==> config.mk <==
export PLATFORM = sky130hd
export DESIGN_NAME = fcfg_serial_reg
export DESIGN_NICKNAME = d
export VERILOG_FILES = /design/src/rtl/fcfg_pkg.sv /design/src/rtl/fcfg_sync.sv /design/src/rtl/fcfg_shifter.sv /design/src/rtl/fcfg_serial_reg.sv
export SDC_FILE = /design/constraint.sdc
export NUM_CORES = 1
export LEC_CHECK = 0
export BUFFER_PORTS_ARGS = -buffer_cell sky130_fd_sc_hd__buf_2
export CAP_MARGIN = 20
export CORE_MARGIN = 2
export CORE_UTILIZATION = 50
export CTS_CLUSTER_DIAMETER = 30
export DETAILED_ROUTE_END_ITERATION = 6
export PLACE_DENSITY = 0.7
export RECOVER_POWER = 100
export SETUP_SLACK_MARGIN = 0.1
export SYNTH_ARGS = -nofsm -noshare
export SYNTH_HDL_FRONTEND = slang
export SYNTH_SLANG_ARGS = --single-unit
==> constraint.sdc <==
create_clock -name clk -period 1.4 [get_ports clk]
set_input_delay 0.07 -clock clk [delete_from_list [all_inputs] [get_ports clk]]
set_output_delay 0.07 -clock clk [all_outputs]
set_load 0.03 [all_outputs]
==> src/rtl/fcfg_pkg.sv <==
`timescale 1ns/1ps
package fcfg_pkg;
    localparam int WORD_W = 16;
    localparam int BYTE_W = 8;
    localparam int OCT_W  = 4;
    localparam int DAC_W  = 10;
    localparam int CNF_W  = 2;

    typedef struct packed {
        logic [OCT_W-1:0] oct;
        logic [DAC_W-1:0] dac;
        logic [CNF_W-1:0] cnf;
    } fcfg_word_t;
endpackage

==> src/rtl/fcfg_sync.sv <==
`timescale 1ns/1ps
module fcfg_sync #(
    parameter int   STAGES  = 2,
    parameter logic RST_VAL = 1'b0
) (
    input  logic clk,
    input  logic rst_n,
    input  logic d,
    output logic q
);
    logic [STAGES-1:0] chain_q;

    always_ff @(posedge clk or negedge rst_n) begin
        if (!rst_n) chain_q <= {STAGES{RST_VAL}};
        else        chain_q <= {chain_q[STAGES-2:0], d};
    end

    assign q = chain_q[STAGES-1];
endmodule

==> src/rtl/fcfg_shifter.sv <==
`timescale 1ns/1ps
module fcfg_shifter #(
    parameter int BYTE_W = 8,
    parameter int NBYTES = 2,
    localparam int CNT_W = $clog2(BYTE_W),
    localparam int IDX_W = (NBYTES > 1) ? $clog2(NBYTES) : 1
) (
    input  logic              clk,
    input  logic              rst_n,
    input  logic              sel_n,
    input  logic              sck,
    input  logic              sdi,
    output logic              commit_o,
    output logic [BYTE_W-1:0] byte_o,
    output logic [IDX_W-1:0]  idx_o
);
    typedef struct packed {
        logic              sck_prev;
        logic [CNT_W-1:0]  cnt;
        logic [IDX_W-1:0]  idx;
        logic [BYTE_W-1:0] shreg;
        logic              commit;
        logic [BYTE_W-1:0] byte_out;
        logic [IDX_W-1:0]  idx_out;
    } sh_state_t;

    sh_state_t st_d, st_q;
    logic      rise;

    always_comb begin
        st_d          = st_q;
        st_d.sck_prev = sck;
        st_d.commit   = 1'b0;
        rise          = sck && !st_q.sck_prev && !sel_n;
        if (sel_n) begin
            st_d.cnt   = '0;
            st_d.idx   = '0;
            st_d.shreg = '0;
        end else if (rise) begin
            st_d.shreg = {st_q.shreg[BYTE_W-2:0], sdi};
            if (st_q.cnt == CNT_W'(BYTE_W - 1)) begin
                st_d.cnt      = '0;
                st_d.commit   = 1'b1;
                st_d.byte_out = {st_q.shreg[BYTE_W-2:0], sdi};
                st_d.idx_out  = st_q.idx;
                st_d.idx      = (st_q.idx == IDX_W'(NBYTES - 1)) ? '0 : st_q.idx + 1'b1;
            end else begin
                st_d.cnt = st_q.cnt + 1'b1;
            end
        end
    end

    always_ff @(posedge clk or negedge rst_n) begin
        if (!rst_n) st_q <= '0;
        else        st_q <= st_d;
    end

    assign commit_o = st_q.commit;
    assign byte_o   = st_q.byte_out;
    assign idx_o    = st_q.idx_out;


    cnt_clear_chk: assert property (@(posedge clk) disable iff (!rst_n)
        sel_n |=> (st_q.cnt == '0 && st_q.idx == '0));


    idle_no_commit_chk: assert property (@(posedge clk) disable iff (!rst_n)
        sel_n |=> !commit_o);


    commit_single_chk: assert property (@(posedge clk) disable iff (!rst_n)
        commit_o |=> !commit_o);
endmodule

==> src/rtl/fcfg_serial_reg.sv <==
`timescale 1ns/1ps
module fcfg_serial_reg
    import fcfg_pkg::*;
#(
    parameter int SYNC_STAGES = 2,
    localparam int NBYTES = WORD_W / BYTE_W,
    localparam int IDX_W  = (NBYTES > 1) ? $clog2(NBYTES) : 1
) (
    input  logic             clk,
    input  logic             rst_n,
    input  logic             sel_n,
    input  logic             sck,
    input  logic             sdi,
    output logic [OCT_W-1:0] oct_o,
    output logic [DAC_W-1:0] dac_o,
    output logic [CNF_W-1:0] cnf_o,
    output logic             upd_o
);
    logic              sel_s, sck_s, sdi_s;
    logic              commit;
    logic [BYTE_W-1:0] cbyte;
    logic [IDX_W-1:0]  cidx;

    fcfg_sync #(.STAGES(SYNC_STAGES), .RST_VAL(1'b1)) u_sync_sel (
        .clk(clk), .rst_n(rst_n), .d(sel_n), .q(sel_s));
    fcfg_sync #(.STAGES(SYNC_STAGES), .RST_VAL(1'b0)) u_sync_sck (
        .clk(clk), .rst_n(rst_n), .d(sck), .q(sck_s));
    fcfg_sync #(.STAGES(SYNC_STAGES), .RST_VAL(1'b0)) u_sync_sdi (
        .clk(clk), .rst_n(rst_n), .d(sdi), .q(sdi_s));

    fcfg_shifter #(.BYTE_W(BYTE_W), .NBYTES(NBYTES)) u_shift (
        .clk(clk), .rst_n(rst_n), .sel_n(sel_s), .sck(sck_s), .sdi(sdi_s),
        .commit_o(commit), .byte_o(cbyte), .idx_o(cidx));

    typedef struct packed {
        logic [WORD_W-1:0] word;
        logic              upd;
    } reg_state_t;

    reg_state_t rs_d, rs_q;
    fcfg_word_t fields;

    always_comb begin
        rs_d     = rs_q;
        rs_d.upd = commit;
        for (int b = 0; b < NBYTES; b++) begin
            if (commit && cidx == IDX_W'(b))
                rs_d.word[WORD_W-1-b*BYTE_W -: BYTE_W] = cbyte;
        end
    end

    always_ff @(posedge clk or negedge rst_n) begin
        if (!rst_n) rs_q <= '0;
        else        rs_q <= rs_d;
    end

    assign fields = fcfg_word_t'(rs_q.word);
    assign oct_o  = fields.oct;
    assign dac_o  = fields.dac;
    assign cnf_o  = fields.cnf;
    assign upd_o  = rs_q.upd;


    fields_hold_chk: assert property (@(posedge clk) disable iff (!rst_n)
        !upd_o |-> $stable({oct_o, dac_o, cnf_o}));


    upd_pulse_chk: assert property (@(posedge clk) disable iff (!rst_n)
        upd_o |=> !upd_o);


    idle_no_upd_chk: assert property (@(posedge clk) disable iff (!rst_n)
        (sel_s && !commit) |=> !upd_o);
endmodule

==> metrics.md <==
| Metric | Value |
|---|---|
| Status | `complete, but fails checks` |
| Failing checks | `setup timing` |
| Top delay family on crit path | `flip-flops` |
| Number of global-route vias before repair | `1020` |
| I/O Buffers | `21` |
| CP Class | `flop to flop` |
| Most numerous cell in the Yosys netlist | `dfrtp_1` |
| Max_cap viols | `0` |
| Initial antenna violation count | `0` |
| Non-filler cells, final | `200` |
| RSZ-0062 raised after global routing | `yes` |
| TritonCTS clock tree | `done` |
| Final Skew | `6.82 ps` |
| Met1 usage | `0.216` |
| CTS Buffer Depth | `2` |
| Worst-path clk slew | `110 ps` |
| Register area share after synthesis | `0.677` |
| Inserted Clock Buffers | `5` |
| Largest net degree at the start of global routing | `26` |
| Tcrit/Tclk final | `1.07` |
| Final HPWL DP | `1890 um` |
| Register bit count reported by yosys | `45` |
| CP endpoint kind | `flop` |
| Most frequent cells after synthesis | `dfrtp_1, mux2_2, nand2_1, a21oi_1` |
| Worst path cell trace | `ha_4, ha_4, nor3b_4, buf_6, mux2_4` |
| Syn Nets | `between 100 and 150` |
| Hold Path Class | `input port to asynchronous set/reset pin` |
| Final setup viols | `11` |
| Hold Vio Cnt, Final | `0` |
| Pwr/cell area | `1080 nW/um2` |
| Die Ht | `61.8 um` |
| Fin nets | `163` |
| Synth-to-layout area growth | `23.6%` |
| Fmax | `669 MHz` |
| M3 GR Usage | `0.0621` |
| Post-Syn Area | `1670 um2` |
| Setup slack after placement | `-123 ps` |
| Final Slew Violations | `0` |
| Ys Warns | `0` |
| Max stage delay on crit path | `~420 ps` |
| Synth unique cells | `17` |
| Top Usage Layer GRT | `met2` |
| Placed inst area | `1880 um2` |
| Synth top area cells | `dfrtp_1, mux2_2, nand2_1` |
| CP required | `1640 ps` |
| Startpoint Class | `flop` |
| Vias | `1017` |
| Layout cell share with drive strength beyond 1 | `0.365` |
| WL per Instance | `14.1 um` |
| Grt total ovfl | `0` |
| Number of I/O pins | `22` |
| Slowest stage cell, crit path | `dfrtp_1` |
| Core area | `3100 um2` |
| Met2 Usage GRT | `0.292` |
| Clk sinks | `45` |
| Worst Tran Pin Value | `~600 ps` |
| N_diodes | `0` |
| Rows | `20` |
| Synth Area per Inst | `~14 um2` |
| DRT Pass-1 Iters | `4` |
| Via-to-Cell Ratio | `5.09` |
| Yosys top cell area share | `0.645` |
| Minimum clock period | `1490 ps` |
| ANT nets after route | `0` |
| DRC | `0` |
| H-tree depth | `2` |
| Initial Util | `0.538` |
| Synthesized instance count | `116` |
| Finished Cell Area | `2060 um2` |
| RePlAce Congestion | `0.758` |
| Leakage | `0.000992 uW` |
| Die span in x | `~60 um` |
| Tot GR Track Use | `0.176` |
| Critical Path AT | `1740 ps` |
| Setup WS post-layout | `-94.7 ps` |
| Top cell by count, worst path | `ha_4` |
| DRT iter0 DRCs | `32` |
| Routed wire length | `roughly 2800 um` |
| First-pass GRT wire length | `between 4000 and 5000 um` |
| Fraction of registers with async set/reset | `1.00` |
| Cell taking the most area after synthesis | `dfrtp_1` |
| Buf+Inv Stages, Crit Path | `1` |
| Die ar. | `3810 um2` |
| Post-synth EDFFs | `0` |
| Worst slew margin | `0.604` |
| Worst vdd ir | `791 uV` |
| Top FF cell, synth | `dfrtp_1` |
| Critical Path Fanout Max | `8` |
| Placed Cells incl. Taps | `186` |
| Root Driver | `clkbuf_4` |
| Clk_lat worst skew | `~350 ps` |
## per-stage QoR
stage	TNS [ps]	power, uW	hold slack (ps)	util
after detailed placement	-950	1420	80.4	0.604
after global routing	-1270	2320	287	0.664
final	-756	2220	241	0.664
after CTS	-802	2250	225	0.672
after floorplan	0	1370	-226	-
after global placement	-374	1420	69.6	0.604
## repair_timing
item | 4_1_cts | 5_1_grt
hold buffers | 4 | 0
pin swaps | 4 | 1
endpoints found under the setup margin | 11 | 14
setup buffers | 2 | 0
gates resized for setup | 15 | 3
hold endpoints to repair | 24 | 0
## layer usage
| metal | wire [um] | part of all wire |
|---|---|---|
| met5 | 0 | 0 |
| met4 | 40 | 0.014 |
| met3 | 119 | 0.042 |
| met2 | 1520 | 0.54 |
| met1 | 1140 | 0.40 |
## worst paths after layout
| check | start | to | slack, ps | cells after the start |
|---|---|---|---|---|
| min in group clk | sel_n | u_sync_sel.chain_q[0]$_DFF_PN1_ | 350 | 2 |
| worst max register to register | u_shift.st_q[19]$_DFFE_PN0P_ | u_shift.byte_o[3]$_DFFE_PN0P_ | -90 | 5 |
| worst min register to register | u_sync_sck.chain_q[0]$_DFF_PN0_ | u_sync_sck.chain_q[1]$_DFF_PN0_ | 370 | 0 |
| worst max-delay path | u_shift.st_q[19]$_DFFE_PN0P_ | u_shift.byte_o[3]$_DFFE_PN0P_ | -90 | 5 |
| max in group asynchronous | rst_n | u_shift.st_q[14]$_DFFE_PN0P_ | 470 | 3 |
| worst min-delay path | rst_n | fields[13]$_DFFE_PN0P_ | 240 | 2 |
## report_power, final
group / switching [uW] / leakage [uW] / internal, uW / total (uW)
clock network: 383 / 0.0000455 / 427 / 810
registers: 11.9 / 0.000609 / 1320 / 1330
logic: 50.0 / 0.000338 / 34.8 / 84.7
## worst reg2reg max path: stages, from the launching register on
cell	delay, ps
dfrtp_1	420
ha_4	170
ha_4	120
nor3b_4	190
buf_6	180
mux2_4	320
## flip-flops by register name (all words and copies together) (netlist names)
register,cells
u_sync_sel.chain_q,2
u_shift.commit_o,1
u_sync_sdi.chain_q,2
u_shift.byte_o,8
u_shift.st_q,12
u_shift.idx_o,1
upd_o,1
fields,16
u_sync_sck.chain_q,2
## logic make-up after synthesis
group                      share of synthesized area
xor gates and xnor gates                     0.00525
DFF                                            0.677
buffers and inverters                         0.0180
and+or+nand+nor                               0.0788
AOI/OAI and AO/OA                             0.0300
adders and majority gates                     0.0225
muxes                                          0.169
## layout make-up
class,count,area (um2)
Sequential cell,45,1130
Fill cell,258,1040
Multi-Input combinational cell,66,582
Timing Repair Buffer,37,210
Clock buffer,7,55.1
Tap cell,44,55.1
Clock inverter,1,30.0
## cell usage in the layout, fill, tap and decap left out
cell	instances
bufinv_16	1
nor3b_4	1
clkbuf_1	18
mux2_4	8
dfrtp_1	43
nand2_1	20
buf_6	1
buf_4	8
buf_2	3
mux2_2	17
clkbuf_8	1
ha_2	1
nor2b_1	1
dfstp_2	2
clkbuf_4	5
nor2_1	1
nand2b_1	1
or3_4	1
a21oi_1	9
nand2b_4	1
ha_4	2
dlygate4sd3_1	4
clkbuf_2	4
xor2_1	1
a21oi_2	1
nand3b_1	1
No activity file was read; power rests on OpenSTA's default activity.
